## config.mk

```make
export PLATFORM = sky130hd
export DESIGN_NAME = addsub_core
export DESIGN_NICKNAME = d
export VERILOG_FILES = /design/src/rtl/addsub_pkg.sv /design/src/rtl/addsub_prep.sv /design/src/rtl/addsub_stage.sv /design/src/rtl/addsub_chain.sv /design/src/rtl/addsub_core.sv
export SDC_FILE = /design/constraint.sdc
export NUM_CORES = 1
export LEC_CHECK = 0
export BUFFER_PORTS_ARGS = -buffer_cell sky130_fd_sc_hd__buf_2
export CAP_MARGIN = 20
export CORE_AREA = 8 8 45 47
export DETAILED_ROUTE_END_ITERATION = 8
export DIE_AREA = 0 0 53 55
export GPL_TIMING_DRIVEN = 0
export PLACE_DENSITY = 0.65
export SLEW_MARGIN = 25
export SYNTH_ARGS = -nofsm -noshare
export SYNTH_HDL_FRONTEND = slang
export SYNTH_SLANG_ARGS = --single-unit
```

## constraint.sdc

```tcl
create_clock -name vclk -period 3.5
set_input_delay 0.175 -clock vclk [all_inputs]
set_output_delay 0.175 -clock vclk [all_outputs]
set_load 0.01 [all_outputs]
```

## src/rtl/addsub_pkg.sv

```systemverilog
package addsub_pkg;

    // Carry formation scheme chosen at elaboration
    typedef enum logic [1:0] {
        ARCH_RIPPLE,
        ARCH_LOOKAHEAD,
        ARCH_SELECT,
        ARCH_BYPASS
    } arch_e;

    // Arithmetic function
    typedef enum logic [1:0] {
        FN_ADD,
        FN_SUB,
        FN_BOTH
    } func_e;

    // Register placement
    typedef enum logic [1:0] {
        PIPE_NONE,
        PIPE_IN,
        PIPE_OUT
    } pipe_e;

    // Status flags carried next to the result
    typedef struct packed {
        logic carry;
        logic ovf;
    } flags_t;

    // Number of carry stages; ripple is a single full-width chain
    function automatic int stage_count(input int w, input int s, input arch_e a);
        if (a == ARCH_RIPPLE) begin
            return 1;
        end
        return (w + s - 1) / s;
    endfunction

    // Lowest bit index of a stage
    function automatic int stage_lo(input int idx, input int s, input arch_e a);
        if (a == ARCH_RIPPLE) begin
            return 0;
        end
        return idx * s;
    endfunction

    // Width of a stage; the top stage takes whatever bits remain
    function automatic int stage_len(input int idx, input int w, input int s, input arch_e a);
        int rest;
        if (a == ARCH_RIPPLE) begin
            return w;
        end
        rest = w - idx * s;
        return (rest < s) ? rest : s;
    endfunction

endpackage

```

## src/rtl/addsub_prep.sv

```systemverilog
module addsub_prep
    import addsub_pkg::*;
#(
    parameter int    WIDTH = 8,
    parameter func_e FUNC  = FN_BOTH
) (
    input  logic [WIDTH-1:0] b_i,
    input  logic             sub_i,
    output logic [WIDTH-1:0] b_o,
    output logic             c_o
);

    logic do_sub;

    // The function parameter decides whether the mode pin matters
    always_comb begin
        case (FUNC)
            FN_ADD:  do_sub = 1'b0;
            FN_SUB:  do_sub = 1'b1;
            default: do_sub = sub_i;
        endcase
    end

    // Two's complement: invert the second operand and inject a carry
    assign b_o = b_i ^ {WIDTH{do_sub}};
    assign c_o = do_sub;

endmodule

```

## src/rtl/addsub_stage.sv

```systemverilog
module addsub_stage
    import addsub_pkg::*;
#(
    parameter int    SW   = 4,
    parameter arch_e KIND = ARCH_RIPPLE
) (
    input  logic [SW-1:0] a_i,
    input  logic [SW-1:0] b_i,
    input  logic          c_i,
    output logic [SW-1:0] s_o,
    output logic          c_o
);

    logic [SW-1:0] gen;
    logic [SW-1:0] prop;

    assign gen  = a_i & b_i;
    assign prop = a_i ^ b_i;

    generate
        if (KIND == ARCH_LOOKAHEAD) begin : g_lookahead
            // Each carry is a flat sum of generate/propagate products
            logic [SW:0] c;
            logic        term;
            logic        acc;
            always_comb begin
                c[0] = c_i;
                term = 1'b0;
                acc  = 1'b0;
                for (int i = 0; i < SW; i++) begin
                    acc = 1'b0;
                    for (int j = 0; j < SW; j++) begin
                        if (j <= i) begin
                            term = gen[j];
                            for (int k = 0; k < SW; k++) begin
                                if (k > j && k <= i) begin
                                    term = term & prop[k];
                                end
                            end
                            acc = acc | term;
                        end
                    end
                    term = c_i;
                    for (int k = 0; k < SW; k++) begin
                        if (k <= i) begin
                            term = term & prop[k];
                        end
                    end
                    c[i+1] = acc | term;
                end
            end
            assign s_o = prop ^ c[SW-1:0];
            assign c_o = c[SW];
        end else if (KIND == ARCH_SELECT) begin : g_select
            // Both outcomes are formed ahead; the incoming carry picks one
            logic [SW:0] c_lo;
            logic [SW:0] c_hi;
            always_comb begin
                c_lo[0] = 1'b0;
                c_hi[0] = 1'b1;
                for (int i = 0; i < SW; i++) begin
                    c_lo[i+1] = gen[i] | (prop[i] & c_lo[i]);
                    c_hi[i+1] = gen[i] | (prop[i] & c_hi[i]);
                end
            end
            assign s_o = c_i ? (prop ^ c_hi[SW-1:0]) : (prop ^ c_lo[SW-1:0]);
            assign c_o = c_i ? c_hi[SW] : c_lo[SW];
        end else if (KIND == ARCH_BYPASS) begin : g_bypass
            // A fully propagating stage hands its carry-in straight on
            logic [SW:0] c;
            logic        skip;
            always_comb begin
                c[0] = c_i;
                for (int i = 0; i < SW; i++) begin
                    c[i+1] = gen[i] | (prop[i] & c[i]);
                end
            end
            assign skip = &prop;
            assign s_o  = prop ^ c[SW-1:0];
            assign c_o  = skip ? c_i : c[SW];
        end else begin : g_ripple
            logic [SW:0] c;
            always_comb begin
                c[0] = c_i;
                for (int i = 0; i < SW; i++) begin
                    c[i+1] = gen[i] | (prop[i] & c[i]);
                end
            end
            assign s_o = prop ^ c[SW-1:0];
            assign c_o = c[SW];
        end
    endgenerate

endmodule

```

## src/rtl/addsub_chain.sv

```systemverilog
module addsub_chain
    import addsub_pkg::*;
#(
    parameter int    WIDTH = 8,
    parameter int    STAGE = 4,
    parameter arch_e ARCH  = ARCH_LOOKAHEAD
) (
    input  logic [WIDTH-1:0] a_i,
    input  logic [WIDTH-1:0] b_i,
    input  logic             c_i,
    output logic [WIDTH-1:0] s_o,
    output logic             c_o,
    output logic             cm_o
);

    localparam int NST = stage_count(WIDTH, STAGE, ARCH);

    logic [NST:0] link;

    assign link[0] = c_i;

    generate
        for (genvar gi = 0; gi < NST; gi++) begin : g_stage
            localparam int LO  = stage_lo(gi, STAGE, ARCH);
            localparam int LEN = stage_len(gi, WIDTH, STAGE, ARCH);
            addsub_stage #(
                .SW   (LEN),
                .KIND (ARCH)
            ) u_stage (
                .a_i (a_i[LO +: LEN]),
                .b_i (b_i[LO +: LEN]),
                .c_i (link[gi]),
                .s_o (s_o[LO +: LEN]),
                .c_o (link[gi+1])
            );
        end
    endgenerate

    assign c_o  = link[NST];
    // Carry into the top bit, recovered from the top sum bit
    assign cm_o = s_o[WIDTH-1] ^ a_i[WIDTH-1] ^ b_i[WIDTH-1];

endmodule

```

## src/rtl/addsub_core.sv

```systemverilog
module addsub_core
    import addsub_pkg::*;
#(
    parameter int    WIDTH = 8,
    parameter int    STAGE = 4,
    parameter arch_e ARCH  = ARCH_LOOKAHEAD,
    parameter func_e FUNC  = FN_BOTH,
    parameter pipe_e PIPE  = PIPE_NONE
) (
    input  logic             clk,
    input  logic             rst,
    input  logic [WIDTH-1:0] a_in,
    input  logic [WIDTH-1:0] b_in,
    input  logic             sub_in,
    output logic [WIDTH-1:0] sum_out,
    output logic             carry_out,
    output logic             ovf_out
);

    typedef struct packed {
        logic [WIDTH-1:0] a;
        logic [WIDTH-1:0] b;
        logic             sub;
    } opnd_t;

    typedef struct packed {
        logic [WIDTH-1:0] sum;
        flags_t           fl;
    } res_t;

    opnd_t            op_raw;
    opnd_t            op_use;
    res_t             res_raw;
    res_t             res_use;
    logic [WIDTH-1:0] b_eff;
    logic             c_first;
    logic             c_last;
    logic             c_msb;

    assign op_raw = '{a: a_in, b: b_in, sub: sub_in};

    // Operand-side register
    generate
        if (PIPE == PIPE_IN) begin : g_in_reg
            opnd_t op_q;
            always_ff @(posedge clk) begin
                if (rst) begin
                    op_q <= '0;
                end else begin
                    op_q <= op_raw;
                end
            end
            assign op_use = op_q;
        end else begin : g_in_pass
            assign op_use = op_raw;
        end
    endgenerate

    addsub_prep #(
        .WIDTH (WIDTH),
        .FUNC  (FUNC)
    ) u_prep (
        .b_i   (op_use.b),
        .sub_i (op_use.sub),
        .b_o   (b_eff),
        .c_o   (c_first)
    );

    addsub_chain #(
        .WIDTH (WIDTH),
        .STAGE (STAGE),
        .ARCH  (ARCH)
    ) u_chain (
        .a_i  (op_use.a),
        .b_i  (b_eff),
        .c_i  (c_first),
        .s_o  (res_raw.sum),
        .c_o  (c_last),
        .cm_o (c_msb)
    );

    assign res_raw.fl.carry = c_last;
    assign res_raw.fl.ovf   = c_last ^ c_msb;

    // Result-side register
    generate
        if (PIPE == PIPE_OUT) begin : g_out_reg
            res_t res_q;
            always_ff @(posedge clk) begin
                if (rst) begin
                    res_q <= '0;
                end else begin
                    res_q <= res_raw;
                end
            end
            assign res_use = res_q;
        end else begin : g_out_pass
            assign res_use = res_raw;
        end
    endgenerate

    assign sum_out   = res_use.sum;
    assign carry_out = res_use.fl.carry;
    assign ovf_out   = res_use.fl.ovf;

    // ------------------------------------------------------------------
    // Arithmetic reference for the assertions, taken straight from the ports
    logic             ref_sub;
    logic [WIDTH-1:0] ref_sum;
    logic [WIDTH:0]   ref_wide;
    logic             ref_carry;
    logic             ref_ovf;

    always_comb begin
        ref_sub   = (FUNC == FN_BOTH) ? sub_in : (FUNC == FN_SUB);
        ref_wide  = {1'b0, a_in} + {1'b0, b_in};
        ref_sum   = ref_sub ? (a_in - b_in) : (a_in + b_in);
        ref_carry = ref_sub ? (a_in >= b_in) : ref_wide[WIDTH];
        if (ref_sub) begin
            ref_ovf = (a_in[WIDTH-1] != b_in[WIDTH-1]) && (ref_sum[WIDTH-1] != a_in[WIDTH-1]);
        end else begin
            ref_ovf = (a_in[WIDTH-1] == b_in[WIDTH-1]) && (ref_sum[WIDTH-1] != a_in[WIDTH-1]);
        end
    end

    generate
        if (PIPE == PIPE_NONE) begin : g_chk_comb
            AST_SUM_MATCH: assert property (@(posedge clk) disable iff (rst)
                sum_out == ref_sum);
            AST_CARRY_MATCH: assert property (@(posedge clk) disable iff (rst)
                carry_out == ref_carry);
            AST_OVF_SIGNED: assert property (@(posedge clk) disable iff (rst)
                ovf_out == ref_ovf);
            if (FUNC != FN_BOTH) begin : g_chk_fixed
                AST_MODE_IGNORED: assert property (@(posedge clk) disable iff (rst)
                    ($stable(a_in) && $stable(b_in) && !$stable(sub_in)) |-> ($stable(sum_out) && $stable(carry_out)));
            end
        end else begin : g_chk_reg
            AST_SUM_LATE: assert property (@(posedge clk) disable iff (rst)
                !$past(rst) |-> sum_out == $past(ref_sum));
            AST_CARRY_LATE: assert property (@(posedge clk) disable iff (rst)
                !$past(rst) |-> carry_out == $past(ref_carry));
            AST_OVF_LATE: assert property (@(posedge clk) disable iff (rst)
                !$past(rst) |-> ovf_out == $past(ref_ovf));
            if (PIPE == PIPE_OUT) begin : g_chk_rst
                AST_RESET_CLEAR: assert property (@(posedge clk) disable iff (rst)
                    $past(rst) |-> (sum_out == '0 && !carry_out && !ovf_out));
            end
        end
    endgenerate

endmodule

```

==> results of run 1 <==
==> cell type report <==
type / count / area (µm²) / share of cell area
Buffer: 1 / 11.3 / 0.0190
Inverter: 3 / 11.3 / 0.0190
Multi-Input combinational cell: 47 / 415 / 0.700
Tap cell: 16 / 20.0 / 0.0338
Timing Repair Buffer: 27 / 135 / 0.228
==> routing by layer <==
metal	vias up	global-route usage
li1	229	-
met1	188	0.0789
met2	20	0.109
met3	0	0.0107
met4	0	0
met5	-	0
==> Yosys cell counts <==
cell type                   n
sky130_fd_sc_hd__xor2_1     9
sky130_fd_sc_hd__mux2i_1    1
sky130_fd_sc_hd__nand2b_1   1
sky130_fd_sc_hd__xnor2_1    4
sky130_fd_sc_hd__xor2_4     1
sky130_fd_sc_hd__nor3_1     2
sky130_fd_sc_hd__fa_1       1
sky130_fd_sc_hd__nand3_1    1
sky130_fd_sc_hd__nor2_1     5
sky130_fd_sc_hd__nand4_1    1
sky130_fd_sc_hd__nand2_1    1
sky130_fd_sc_hd__or2_1      1
sky130_fd_sc_hd__nand3b_1   1
sky130_fd_sc_hd__a21o_1     1
sky130_fd_sc_hd__ha_1      10
sky130_fd_sc_hd__a21oi_1    2
sky130_fd_sc_hd__inv_1      3
sky130_fd_sc_hd__o211ai_1   1
sky130_fd_sc_hd__buf_6      1
sky130_fd_sc_hd__o21a_1     4
==> cell families (layout without fill, tap and decap cells) <==
group,after synthesis,in the layout,synth area share
AND/OR/NAND/NOR,13,13,0.146
AO/OA/AOI/OAI,8,8,0.126
XOR/XNOR,14,14,0.323
adder cells (fa/ha/maj),11,11,0.331
multiplexers,1,1,0.0229
buffers and inverters,4,31,0.0514
==> path summary, 6_finish.rpt <==
| path | from | to | slack (ps) |
|---|---|---|---|
| setup / recovery | sub_in | ovf_out | 410 |
| hold / removal | sub_in | sum_out[0] | 690 |
==> where the power goes <==
group | leakage (nW) | internal, W | switching, W | total (W)
sequential | 0 | 0 | 0 | 0
clock | 0 | 0 | 0 | 0
combinational | 0.321 | 0.0000725 | 0.0000775 | 0.000150
==> per-stage QoR <==
| step | instances | power, W | hold WS [ps] | utilization |
|---|---|---|---|---|
| after floorplan | 51 | 0.000100 | 501 | - |
| after global placement | 94 | 0.000151 | 689 | 0.429 |
| after detailed placement | 94 | 0.000153 | 691 | 0.429 |
| after CTS | 94 | 0.000154 | 694 | 0.429 |
| after global routing | 94 | 0.000167 | 717 | 0.429 |
| final | 94 | 0.000150 | 686 | 0.429 |
==> worst max-delay path, cell delays in order <==
cell                       delay [ps]
sky130_fd_sc_hd__buf_2            110
sky130_fd_sc_hd__buf_6            150
sky130_fd_sc_hd__xor2_1           160
sky130_fd_sc_hd__ha_1             270
sky130_fd_sc_hd__ha_1             180
sky130_fd_sc_hd__o21a_1           180
sky130_fd_sc_hd__o21a_1           190
sky130_fd_sc_hd__o21a_1           200
sky130_fd_sc_hd__or2_1            210
sky130_fd_sc_hd__ha_1             200
sky130_fd_sc_hd__o211ai_1         300
sky130_fd_sc_hd__a21oi_1          110
sky130_fd_sc_hd__nand3b_1         180
sky130_fd_sc_hd__xnor2_1          150
sky130_fd_sc_hd__buf_2            140
==> impl_results.html, run 1 <==
<table>
<tr><th>Metric</th><th>Value</th></tr>
<tr><th colspan="2">Timing</th></tr>
<tr><td>Final hold violation count</td><td>0</td></tr>
<tr><td>Worst Max-Slew Pin Slew</td><td>314 ps</td></tr>
<tr><td>Final setup fails</td><td>0</td></tr>
<tr><td>Max-slew headroom</td><td>0.790</td></tr>
<tr><td>Unrepaired setup endpoints after global routing</td><td>false</td></tr>
<tr><td>Post-layout worst setup margin</td><td>408 ps</td></tr>
<tr><td>Minimum clock period after layout</td><td>3090 ps</td></tr>
<tr><td>Final TNS setup</td><td>0 ps</td></tr>
<tr><td>Final worst-path cycle share</td><td>0.883</td></tr>
<tr><td>Peak clock frequency supported by timing</td><td>323 MHz</td></tr>
<tr><td>Final count of pins violating max slew</td><td>0</td></tr>
<tr><th colspan="2">Route</th></tr>
<tr><td>1st-iter DRT viols</td><td>3</td></tr>
<tr><td>Vias after detailed routing</td><td>437</td></tr>
<tr><td>Metal3 WL</td><td>94 µm</td></tr>
<tr><td>DR vias/cell</td><td>4.65</td></tr>
<tr><td>Count of antenna-violating nets left after detailed routing</td><td>0</td></tr>
<tr><td>Sum of routed wire segments on met1</td><td>448 µm</td></tr>
<tr><td>Final Routed Wirelength</td><td>964 µm</td></tr>
<tr><td>First-pass detailed-route iteration total</td><td>4</td></tr>
<tr><td>Topmost layer with routed signal wires</td><td>met3</td></tr>
<tr><td>Post-detailed-route wirelength per cell</td><td>10.3 µm</td></tr>
<tr><td>Number of design rule violations left after detail routing</td><td>0</td></tr>
<tr><td>Total length of routed met2 wires</td><td>421 µm</td></tr>
<tr><th colspan="2">Cells and area</th></tr>
<tr><td>Total of fill cells in the finished design</td><td>152</td></tr>
<tr><td>Num sequential</td><td>0</td></tr>
<tr><td>Commonest cells after routing, fill and taps aside</td><td>sky130_fd_sc_hd__buf_2, sky130_fd_sc_hd__ha_1, sky130_fd_sc_hd__xor2_1</td></tr>
<tr><td>Most common library cell in the layout ignoring fill and taps</td><td>sky130_fd_sc_hd__buf_2</td></tr>
<tr><td>Number of nets in the finished design</td><td>110</td></tr>
<tr><td>Share of final-layout standard cells stronger than drive strength 1</td><td>0.372</td></tr>
<tr><td>Clock buffers</td><td>0</td></tr>
<tr><td>Layout Cell Area excl Fill</td><td>593 µm²</td></tr>
<tr><td>FF+latch area</td><td>0 µm²</td></tr>
<tr><td>Antenna Diode Count</td><td>0</td></tr>
<tr><td>Area growth syn-to-layout</td><td>35.4%</td></tr>
<tr><th colspan="2">CTS</th></tr>
<tr><td>Post-CTS sizing</td><td>0</td></tr>
<tr><td># Post-CTS Setup Buffers</td><td>0</td></tr>
<tr><td># hold bufs at CTS</td><td>0</td></tr>
<tr><th colspan="2">Run status</th></tr>
<tr><td>Result of the run</td><td>finished, final reports clean</td></tr>
<tr><th colspan="2">Global route</th></tr>
<tr><td>First-pass GRT wire length</td><td>1470 µm</td></tr>
<tr><td>Maximum number of pins on one net before global-route repair</td><td>10</td></tr>
<tr><td>Number of global-route vias before repair</td><td>419</td></tr>
<tr><td>Total routing usage reported by global routing</td><td>0.0612</td></tr>
<tr><td>Total gr overflow</td><td>0</td></tr>
<tr><td>Initial antenna violation count</td><td>0</td></tr>
<tr><th colspan="2">Die</th></tr>
<tr><td>Die Ht</td><td>55 µm</td></tr>
<tr><td>Horizontal die dimension</td><td>53 µm</td></tr>
<tr><td>Total Die Area</td><td>2920 µm²</td></tr>
<tr><td>Number of primary I/O pins</td><td>29</td></tr>
<tr><td>Effective utilization at floorplan</td><td>0.316</td></tr>
<tr><td>Floorplan row count</td><td>14</td></tr>
<tr><td>Area inside the core boundary</td><td>1380 µm²</td></tr>
<tr><th colspan="2">Setup path</th></tr>
<tr><td>Type of destination of the critical path</td><td>primary output</td></tr>
<tr><td>Class of the most critical setup path</td><td>in2out</td></tr>
<tr><td>Crit path DAT</td><td>2920 ps</td></tr>
<tr><td>Max FO, Critical Path</td><td>9</td></tr>
<tr><td>Crit path launch type</td><td>primary input</td></tr>
<tr><td>Required arrival time at the worst endpoint</td><td>3320 ps</td></tr>
<tr><th colspan="2">Run</th></tr>
<tr><td>Max-cap check violation count</td><td>0</td></tr>
<tr><th colspan="2">Synth</th></tr>
<tr><td>Total nets after synthesis</td><td>81</td></tr>
<tr><td>Number of distinct library cells after synthesis</td><td>20</td></tr>
<tr><td>Post-synth top area cell</td><td>sky130_fd_sc_hd__ha_1</td></tr>
<tr><td>Leading cell types by total area after synthesis</td><td>sky130_fd_sc_hd__ha_1, sky130_fd_sc_hd__xor2_1, sky130_fd_sc_hd__xnor2_1, sky130_fd_sc_hd__o21a_1, sky130_fd_sc_hd__xor2_4</td></tr>
<tr><td>Synthesis Warnings</td><td>0</td></tr>
<tr><td>Cell Area, Synth</td><td>438 µm²</td></tr>
<tr><td>Synthesized area divided by synthesized cell count</td><td>8.59 µm²</td></tr>
<tr><td>Post-synthesis instance total</td><td>51</td></tr>
<tr><td>Sequential share of the synthesized area</td><td>0</td></tr>
<tr><td>Top cell type's share of synthesized area</td><td>0.286</td></tr>
<tr><th colspan="2">Power and ir drop</th></tr>
<tr><td>Total leakage power</td><td>0.321 nW</td></tr>
<tr><td>Pwr dens</td><td>253 nW/µm²</td></tr>
<tr><td>Maximum ir drop on the vdd rail</td><td>0.0894 mV</td></tr>
<tr><th colspan="2">Placement</th></tr>
<tr><td>Routability-driven placement congestion ratio</td><td>0.776</td></tr>
<tr><td>Placed instance area</td><td>593 µm²</td></tr>
<tr><td>Count of input and output buffers</td><td>27</td></tr>
<tr><td>Half-perimeter wire length after detailed placement</td><td>894 µm</td></tr>
<tr><td>Setup slack at placement</td><td>396 ps</td></tr>
<tr><th colspan="2">Min path</th></tr>
<tr><td>Worst hold stages</td><td>3</td></tr>
<tr><td>Kind of path behind the tightest hold check</td><td>in2out</td></tr>
</table>
No activity file was read; power rests on OpenSTA's default activity.
==> inputs of run 2 (changes only) <==
Settings changed: REMOVE_ABC_BUFFERS from default to 1.
==> run 2 against run 1 <==
  * Combinational power barely moved
  * Maximum frequency shrank 0.65%
  * Flip-flop and latch count stayed put
  * Sequential share of layout area unchanged
  * Die area did not move
  * Worst setup slack worse by 20 ps
  * Total power is 1.7% lower
  * Worst hold slack better by 69 ps
  * Clock-buffer cell count unchanged
==> impl_results.html, run 2 (synthesized netlist as in run 1, its figures left out) <==
<table>
<tr><th>Metric</th><th>Value</th></tr>
<tr><th colspan="2">Global route</th></tr>
<tr><td>Maximum number of pins on one net before global-route repair</td><td>11</td></tr>
<tr><td>First-pass GRT wire length</td><td>1550 µm</td></tr>
<tr><td>Total routing usage reported by global routing</td><td>0.0639</td></tr>
<tr><td>Initial antenna violation count</td><td>0</td></tr>
<tr><td>Number of global-route vias before repair</td><td>431</td></tr>
<tr><td>Total gr overflow</td><td>0</td></tr>
<tr><th colspan="2">Setup path</th></tr>
<tr><td>Crit path DAT</td><td>2940 ps</td></tr>
<tr><td>Required arrival time at the worst endpoint</td><td>3320 ps</td></tr>
<tr><td>Type of destination of the critical path</td><td>primary output</td></tr>
<tr><td>Crit path launch type</td><td>primary input</td></tr>
<tr><td>Class of the most critical setup path</td><td>in2out</td></tr>
<tr><td>Max FO, Critical Path</td><td>10</td></tr>
<tr><th colspan="2">Cells and area</th></tr>
<tr><td>Commonest cells after routing, fill and taps aside</td><td>sky130_fd_sc_hd__buf_2, sky130_fd_sc_hd__ha_1, sky130_fd_sc_hd__xor2_1</td></tr>
<tr><td>Combined area of the multi-input logic cells</td><td>415 µm²</td></tr>
<tr><td>Final standard cell utilization of the core</td><td>0.420</td></tr>
<tr><td>Number of nets in the finished design</td><td>109</td></tr>
<tr><td>FF+latch area</td><td>0 µm²</td></tr>
<tr><td>Total of fill cells in the finished design</td><td>154</td></tr>
<tr><td>Area growth syn-to-layout</td><td>32.9%</td></tr>
<tr><td>Share of final-layout standard cells stronger than drive strength 1</td><td>0.364</td></tr>
<tr><td>Clock buffers</td><td>0</td></tr>
<tr><td>Most common library cell in the layout ignoring fill and taps</td><td>sky130_fd_sc_hd__buf_2</td></tr>
<tr><td>Num sequential</td><td>0</td></tr>
<tr><td>Antenna Diode Count</td><td>0</td></tr>
<tr><th colspan="2">Timing</th></tr>
<tr><td>Unrepaired setup endpoints after global routing</td><td>false</td></tr>
<tr><td>Final worst-path cycle share</td><td>0.889</td></tr>
<tr><td>Smallest hold slack</td><td>755 ps</td></tr>
<tr><td>Worst Max-Slew Pin Slew</td><td>322 ps</td></tr>
<tr><td>Final setup fails</td><td>0</td></tr>
<tr><td>Final count of pins violating max slew</td><td>0</td></tr>
<tr><td>Minimum clock period after layout</td><td>3110 ps</td></tr>
<tr><td>Peak clock frequency supported by timing</td><td>321 MHz</td></tr>
<tr><td>Final hold violation count</td><td>0</td></tr>
<tr><td>Max-slew headroom</td><td>0.785</td></tr>
<tr><td>Final TNS setup</td><td>0 ps</td></tr>
<tr><th colspan="2">Route</th></tr>
<tr><td>Count of antenna-violating nets left after detailed routing</td><td>0</td></tr>
<tr><td>First-pass detailed-route iteration total</td><td>1</td></tr>
<tr><td>Final Routed Wirelength</td><td>928 µm</td></tr>
<tr><td>Post-detailed-route wirelength per cell</td><td>9.98 µm</td></tr>
<tr><td>DR vias/cell</td><td>4.67</td></tr>
<tr><td>1st-iter DRT viols</td><td>0</td></tr>
<tr><td>Vias after detailed routing</td><td>434</td></tr>
<tr><td>Number of design rule violations left after detail routing</td><td>0</td></tr>
<tr><th colspan="2">Power and ir drop</th></tr>
<tr><td>Total leakage power</td><td>0.315 nW</td></tr>
<tr><td>Pwr dens</td><td>254 nW/µm²</td></tr>
<tr><td>Final Power</td><td>0.000148 W</td></tr>
<tr><td>Maximum ir drop on the vdd rail</td><td>0.0824 mV</td></tr>
<tr><th colspan="2">Run status</th></tr>
<tr><td>Result of the run</td><td>finished, final reports clean</td></tr>
<tr><th colspan="2">Min path</th></tr>
<tr><td>Hold path startpoint</td><td>a_in[0]</td></tr>
<tr><td>Kind of path behind the tightest hold check</td><td>in2out</td></tr>
<tr><td>Hold Path Sink</td><td>sum_out[1]</td></tr>
<tr><td>Worst hold stages</td><td>4</td></tr>
<tr><th colspan="2">Die</th></tr>
<tr><td>Effective utilization at floorplan</td><td>0.316</td></tr>
<tr><td>Total Die Area</td><td>2920 µm²</td></tr>
<tr><td>Area inside the core boundary</td><td>1380 µm²</td></tr>
<tr><td>Die Ht</td><td>55 µm</td></tr>
<tr><td>Floorplan row count</td><td>14</td></tr>
<tr><td>Number of primary I/O pins</td><td>29</td></tr>
<tr><td>Horizontal die dimension</td><td>53 µm</td></tr>
<tr><th colspan="2">Run</th></tr>
<tr><td>Max-cap check violation count</td><td>0</td></tr>
<tr><th colspan="2">CTS</th></tr>
<tr><td># Post-CTS Setup Buffers</td><td>0</td></tr>
<tr><td>Post-CTS sizing</td><td>0</td></tr>
<tr><td># hold bufs at CTS</td><td>0</td></tr>
<tr><th colspan="2">Placement</th></tr>
<tr><td>Routability-driven placement congestion ratio</td><td>0.796</td></tr>
<tr><td>Half-perimeter wire length after detailed placement</td><td>879 µm</td></tr>
<tr><td>Count of input and output buffers</td><td>27</td></tr>
</table>
## run 2: cell types whose count changed in the layout (fill, tap and decap cells not counted)
| cell | change |
|---|---|
| sky130_fd_sc_hd__buf_6 | -1 |
## run 2: final cells by class
| class | instances | share of cell area |
|---|---|---|
| Inverter | 3 | 0.0194 |
| Multi-Input combinational cell | 47 | 0.714 |
| Tap cell | 16 | 0.0344 |
| Timing Repair Buffer | 27 | 0.232 |
## run 2: worst max path at each step
stage	startpoint	end	slack, ps
3_3_place_gp	sub_in	ovf_out	400
6_report	sub_in	ovf_out	390
5_1_grt	sub_in	ovf_out	140
2_1_floorplan	sub_in	ovf_out	850
3_5_place_dp	sub_in	ovf_out	360
4_1_cts	sub_in	ovf_out	360
## run 2: worst max-delay path, cell delays in order
cell                       delay [ps]
sky130_fd_sc_hd__buf_2            280
sky130_fd_sc_hd__xor2_1           190
sky130_fd_sc_hd__ha_1             250
sky130_fd_sc_hd__ha_1             170
sky130_fd_sc_hd__o21a_1           180
sky130_fd_sc_hd__o21a_1           190
sky130_fd_sc_hd__o21a_1           200
sky130_fd_sc_hd__or2_1            210
sky130_fd_sc_hd__ha_1             200
sky130_fd_sc_hd__o211ai_1         290
sky130_fd_sc_hd__a21oi_1          100
sky130_fd_sc_hd__nand3b_1         190
sky130_fd_sc_hd__xnor2_1          150
sky130_fd_sc_hd__buf_2            140
## run 2: through the flow
stage	worst slack [ps]	std cells	cell area (µm²)
floorplan	854	50	427
global placement	404	93	582
detailed placement	363	93	582
CTS	359	93	582
global route	136	93	582
finish	388	93	582
## run 2: power by group
part           leakage (nW)  total [W]  switching (W)  internal (W)
logic                 0.315   0.000148      0.0000764     0.0000711
clock network             0          0              0             0
registers                 0          0              0             0
total                 0.315   0.000148      0.0000764     0.0000711
## run 2: per-layer routing
metal	up-vias	GRT usage	share of wire
met5	-	0	0
met4	0	0	0
met2	14	0.145	0.53
li1	229	-	-
met3	0	0.00267	0.082
met1	191	0.0636	0.39
==> inputs of run 3 (changes only) <==
Settings changed: BUFFER_PORTS_ARGS -buffer_cell sky130_fd_sc_hd__buf_2 to -buffer_cell sky130_fd_sc_hd__buf_4, CELL_PAD_IN_SITES_DETAIL_PLACEMENT from default to 1, CELL_PAD_IN_SITES_GLOBAL_PLACEMENT from default to 1, CORE_AREA 8 8 45 47 to default, CORE_MARGIN from default to 8, CORE_UTILIZATION from default to 31, DIE_AREA 0 0 53 55 to default, PLACE_DENSITY 0.65 to default, PLACE_DENSITY_LB_ADDON from default to 0.1.
==> run 3 against run 2 <==
  * Final cell count fell by 1.1%
  * Global-route usage rose by 1.4 points
  * Critical path depth did not move
  * First-iteration DRC count rose by 1
  * Total power rose by 18%
  * Largest power group unchanged
  * Highest routed layer unchanged
==> impl_results.html, run 3 (synthesized netlist as in run 1, its figures left out) <==
<table>
<tr><th>Metric</th><th>Value</th></tr>
<tr><th colspan="2">Global route</th></tr>
<tr><td>Total routing usage reported by global routing</td><td>0.0774</td></tr>
<tr><td>Total gr overflow</td><td>0</td></tr>
<tr><td>Maximum number of pins on one net before global-route repair</td><td>11</td></tr>
<tr><td>First-pass GRT wire length</td><td>1860 µm</td></tr>
<tr><td>Initial antenna violation count</td><td>0</td></tr>
<tr><td>Number of global-route vias before repair</td><td>483</td></tr>
<tr><th colspan="2">CTS</th></tr>
<tr><td># hold bufs at CTS</td><td>0</td></tr>
<tr><td>Post-CTS sizing</td><td>0</td></tr>
<tr><td># Post-CTS Setup Buffers</td><td>0</td></tr>
<tr><th colspan="2">Setup path</th></tr>
<tr><td>Number of cells on the critical path</td><td>14</td></tr>
<tr><td>Required arrival time at the worst endpoint</td><td>3320 ps</td></tr>
<tr><td>Crit path DAT</td><td>2860 ps</td></tr>
<tr><td>Crit path launch type</td><td>primary input</td></tr>
<tr><td>Class of the most critical setup path</td><td>in2out</td></tr>
<tr><td>Worst path bufs/invs</td><td>2</td></tr>
<tr><td>Slowest cell on the critical path</td><td>sky130_fd_sc_hd__o211ai_1</td></tr>
<tr><td>Critical path's top delay family</td><td>compound AO/OA/AOI/OAI gates</td></tr>
<tr><td>Type of destination of the critical path</td><td>primary output</td></tr>
<tr><td>Delay of the slowest critical-path stage</td><td>290 ps</td></tr>
<tr><td>CP Cell Sequence</td><td>buf_4 &gt; xor2_1 &gt; ha_1 &gt; ha_1 &gt; o21a_1 &gt; o21a_1 &gt; o21a_1 &gt; or2_1 &gt; ha_1 &gt; o211ai_1 &gt; a21oi_1 &gt; nand3b_1 &gt; xnor2_1 &gt; buf_4</td></tr>
<tr><td>Max FO, Critical Path</td><td>10</td></tr>
<tr><th colspan="2">Timing</th></tr>
<tr><td>Peak clock frequency supported by timing</td><td>329 MHz</td></tr>
<tr><td>Max-slew headroom</td><td>0.804</td></tr>
<tr><td>Final setup fails</td><td>0</td></tr>
<tr><td>Worst Max-Slew Pin Slew</td><td>293 ps</td></tr>
<tr><td>Final count of pins violating max slew</td><td>0</td></tr>
<tr><td>Final TNS setup</td><td>0 ps</td></tr>
<tr><td>Minimum clock period after layout</td><td>3040 ps</td></tr>
<tr><td>Final worst-path cycle share</td><td>0.868</td></tr>
<tr><td>Unrepaired setup endpoints after global routing</td><td>false</td></tr>
<tr><td>Post-layout worst setup margin</td><td>460 ps</td></tr>
<tr><td>Final hold violation count</td><td>0</td></tr>
<tr><th colspan="2">Die</th></tr>
<tr><td>Horizontal die dimension</td><td>53.6 µm</td></tr>
<tr><td>Number of primary I/O pins</td><td>29</td></tr>
<tr><td>Die Ht</td><td>53.6 µm</td></tr>
<tr><td>Total Die Area</td><td>2870 µm²</td></tr>
<tr><td>Area inside the core boundary</td><td>1320 µm²</td></tr>
<tr><td>Effective utilization at floorplan</td><td>0.332</td></tr>
<tr><td>Floorplan row count</td><td>13</td></tr>
<tr><th colspan="2">Power and ir drop</th></tr>
<tr><td>Maximum ir drop on the vdd rail</td><td>0.113 mV</td></tr>
<tr><td>Pwr dens</td><td>270 nW/µm²</td></tr>
<tr><td>Total leakage power</td><td>0.339 nW</td></tr>
<tr><th colspan="2">Cells and area</th></tr>
<tr><td>Most common library cell in the layout ignoring fill and taps</td><td>sky130_fd_sc_hd__buf_4</td></tr>
<tr><td>Area growth syn-to-layout</td><td>48.0%</td></tr>
<tr><td>FF+latch area</td><td>0 µm²</td></tr>
<tr><td>Antenna Diode Count</td><td>0</td></tr>
<tr><td>Clock buffers</td><td>0</td></tr>
<tr><td>Commonest cells after routing, fill and taps aside</td><td>sky130_fd_sc_hd__buf_4, sky130_fd_sc_hd__ha_1, sky130_fd_sc_hd__xor2_1</td></tr>
<tr><td>Number of nets in the finished design</td><td>109</td></tr>
<tr><td>Combined area of the multi-input logic cells</td><td>415 µm²</td></tr>
<tr><td>Total of fill cells in the finished design</td><td>165</td></tr>
<tr><td>Share of final-layout standard cells stronger than drive strength 1</td><td>0.364</td></tr>
<tr><td>Num sequential</td><td>0</td></tr>
<tr><th colspan="2">Route</th></tr>
<tr><td>DR vias/cell</td><td>4.76</td></tr>
<tr><td>First-pass detailed-route iteration total</td><td>3</td></tr>
<tr><td>1st-iter DRT viols</td><td>1</td></tr>
<tr><td>Vias after detailed routing</td><td>438</td></tr>
<tr><td>Number of design rule violations left after detail routing</td><td>0</td></tr>
<tr><td>Post-detailed-route wirelength per cell</td><td>11.7 µm</td></tr>
<tr><td>Final Routed Wirelength</td><td>1080 µm</td></tr>
<tr><td>Count of antenna-violating nets left after detailed routing</td><td>0</td></tr>
<tr><th colspan="2">Placement</th></tr>
<tr><td>Count of input and output buffers</td><td>27</td></tr>
<tr><td>Routability-driven placement congestion ratio</td><td>0.701</td></tr>
<tr><td>Setup slack at placement</td><td>426 ps</td></tr>
<tr><td>Half-perimeter wire length after detailed placement</td><td>999 µm</td></tr>
<tr><th colspan="2">Min path</th></tr>
<tr><td>Worst hold stages</td><td>4</td></tr>
<tr><td>Kind of path behind the tightest hold check</td><td>in2out</td></tr>
<tr><th colspan="2">Run status</th></tr>
<tr><td>Result of the run</td><td>finished, final reports clean</td></tr>
<tr><th colspan="2">Run</th></tr>
<tr><td>Max-cap check violation count</td><td>0</td></tr>
</table>
run 3: cell counts in the layout (fill, tap and decap cells not counted):
No cell type changed its count.
run 3: routing by layer:
metal	share of wire	track usage	up-vias
li1	-	-	226
met1	0.44	0.0967	195
met2	0.47	0.143	17
met3	0.091	0.0138	0
met4	0	0	0
met5	0	0	-
run 3: final cells by class:
| class | instances | area share |
|---|---|---|
| Timing Repair Buffer | 27 | 0.313 |
| Multi-Input combinational cell | 47 | 0.641 |
| Tap cell | 15 | 0.0290 |
| Inverter | 3 | 0.0174 |
run 3: per-stage QoR:
step | utilization | std cells | total power (W) | hold slack, ps | instance area [µm²]
CTS | 0.492 | 92 | 0.000180 | 764 | 648
floorplan | - | 50 | 0.0000967 | 501 | 427
finish | 0.492 | 92 | 0.000175 | 754 | 648
global route | 0.492 | 92 | 0.000195 | 804 | 648
global placement | 0.492 | 92 | 0.000175 | 745 | 648
detailed placement | 0.492 | 92 | 0.000179 | 758 | 648
run 3: power breakdown:
| part | leakage [nW] | total (W) | internal (W) | switching, W |
|---|---|---|---|---|
| Sequential | 0 | 0 | 0 | 0 |
| Clock | 0 | 0 | 0 | 0 |
| Combinational | 0.339 | 0.000175 | 0.0000940 | 0.0000808 |
| Total | 0.339 | 0.000175 | 0.0000940 | 0.0000808 |
run 3: worst paths after layout:
path	slack (ps)	start	endpoint
worst max-delay path	460	sub_in	ovf_out
worst min-delay path	750	a_in[7]	ovf_out
run 3: tightest hold or removal path, stage by stage:
cell,delay [ps]
sky130_fd_sc_hd__buf_4,90
sky130_fd_sc_hd__xor2_1,70
sky130_fd_sc_hd__xnor2_1,130
sky130_fd_sc_hd__buf_4,110
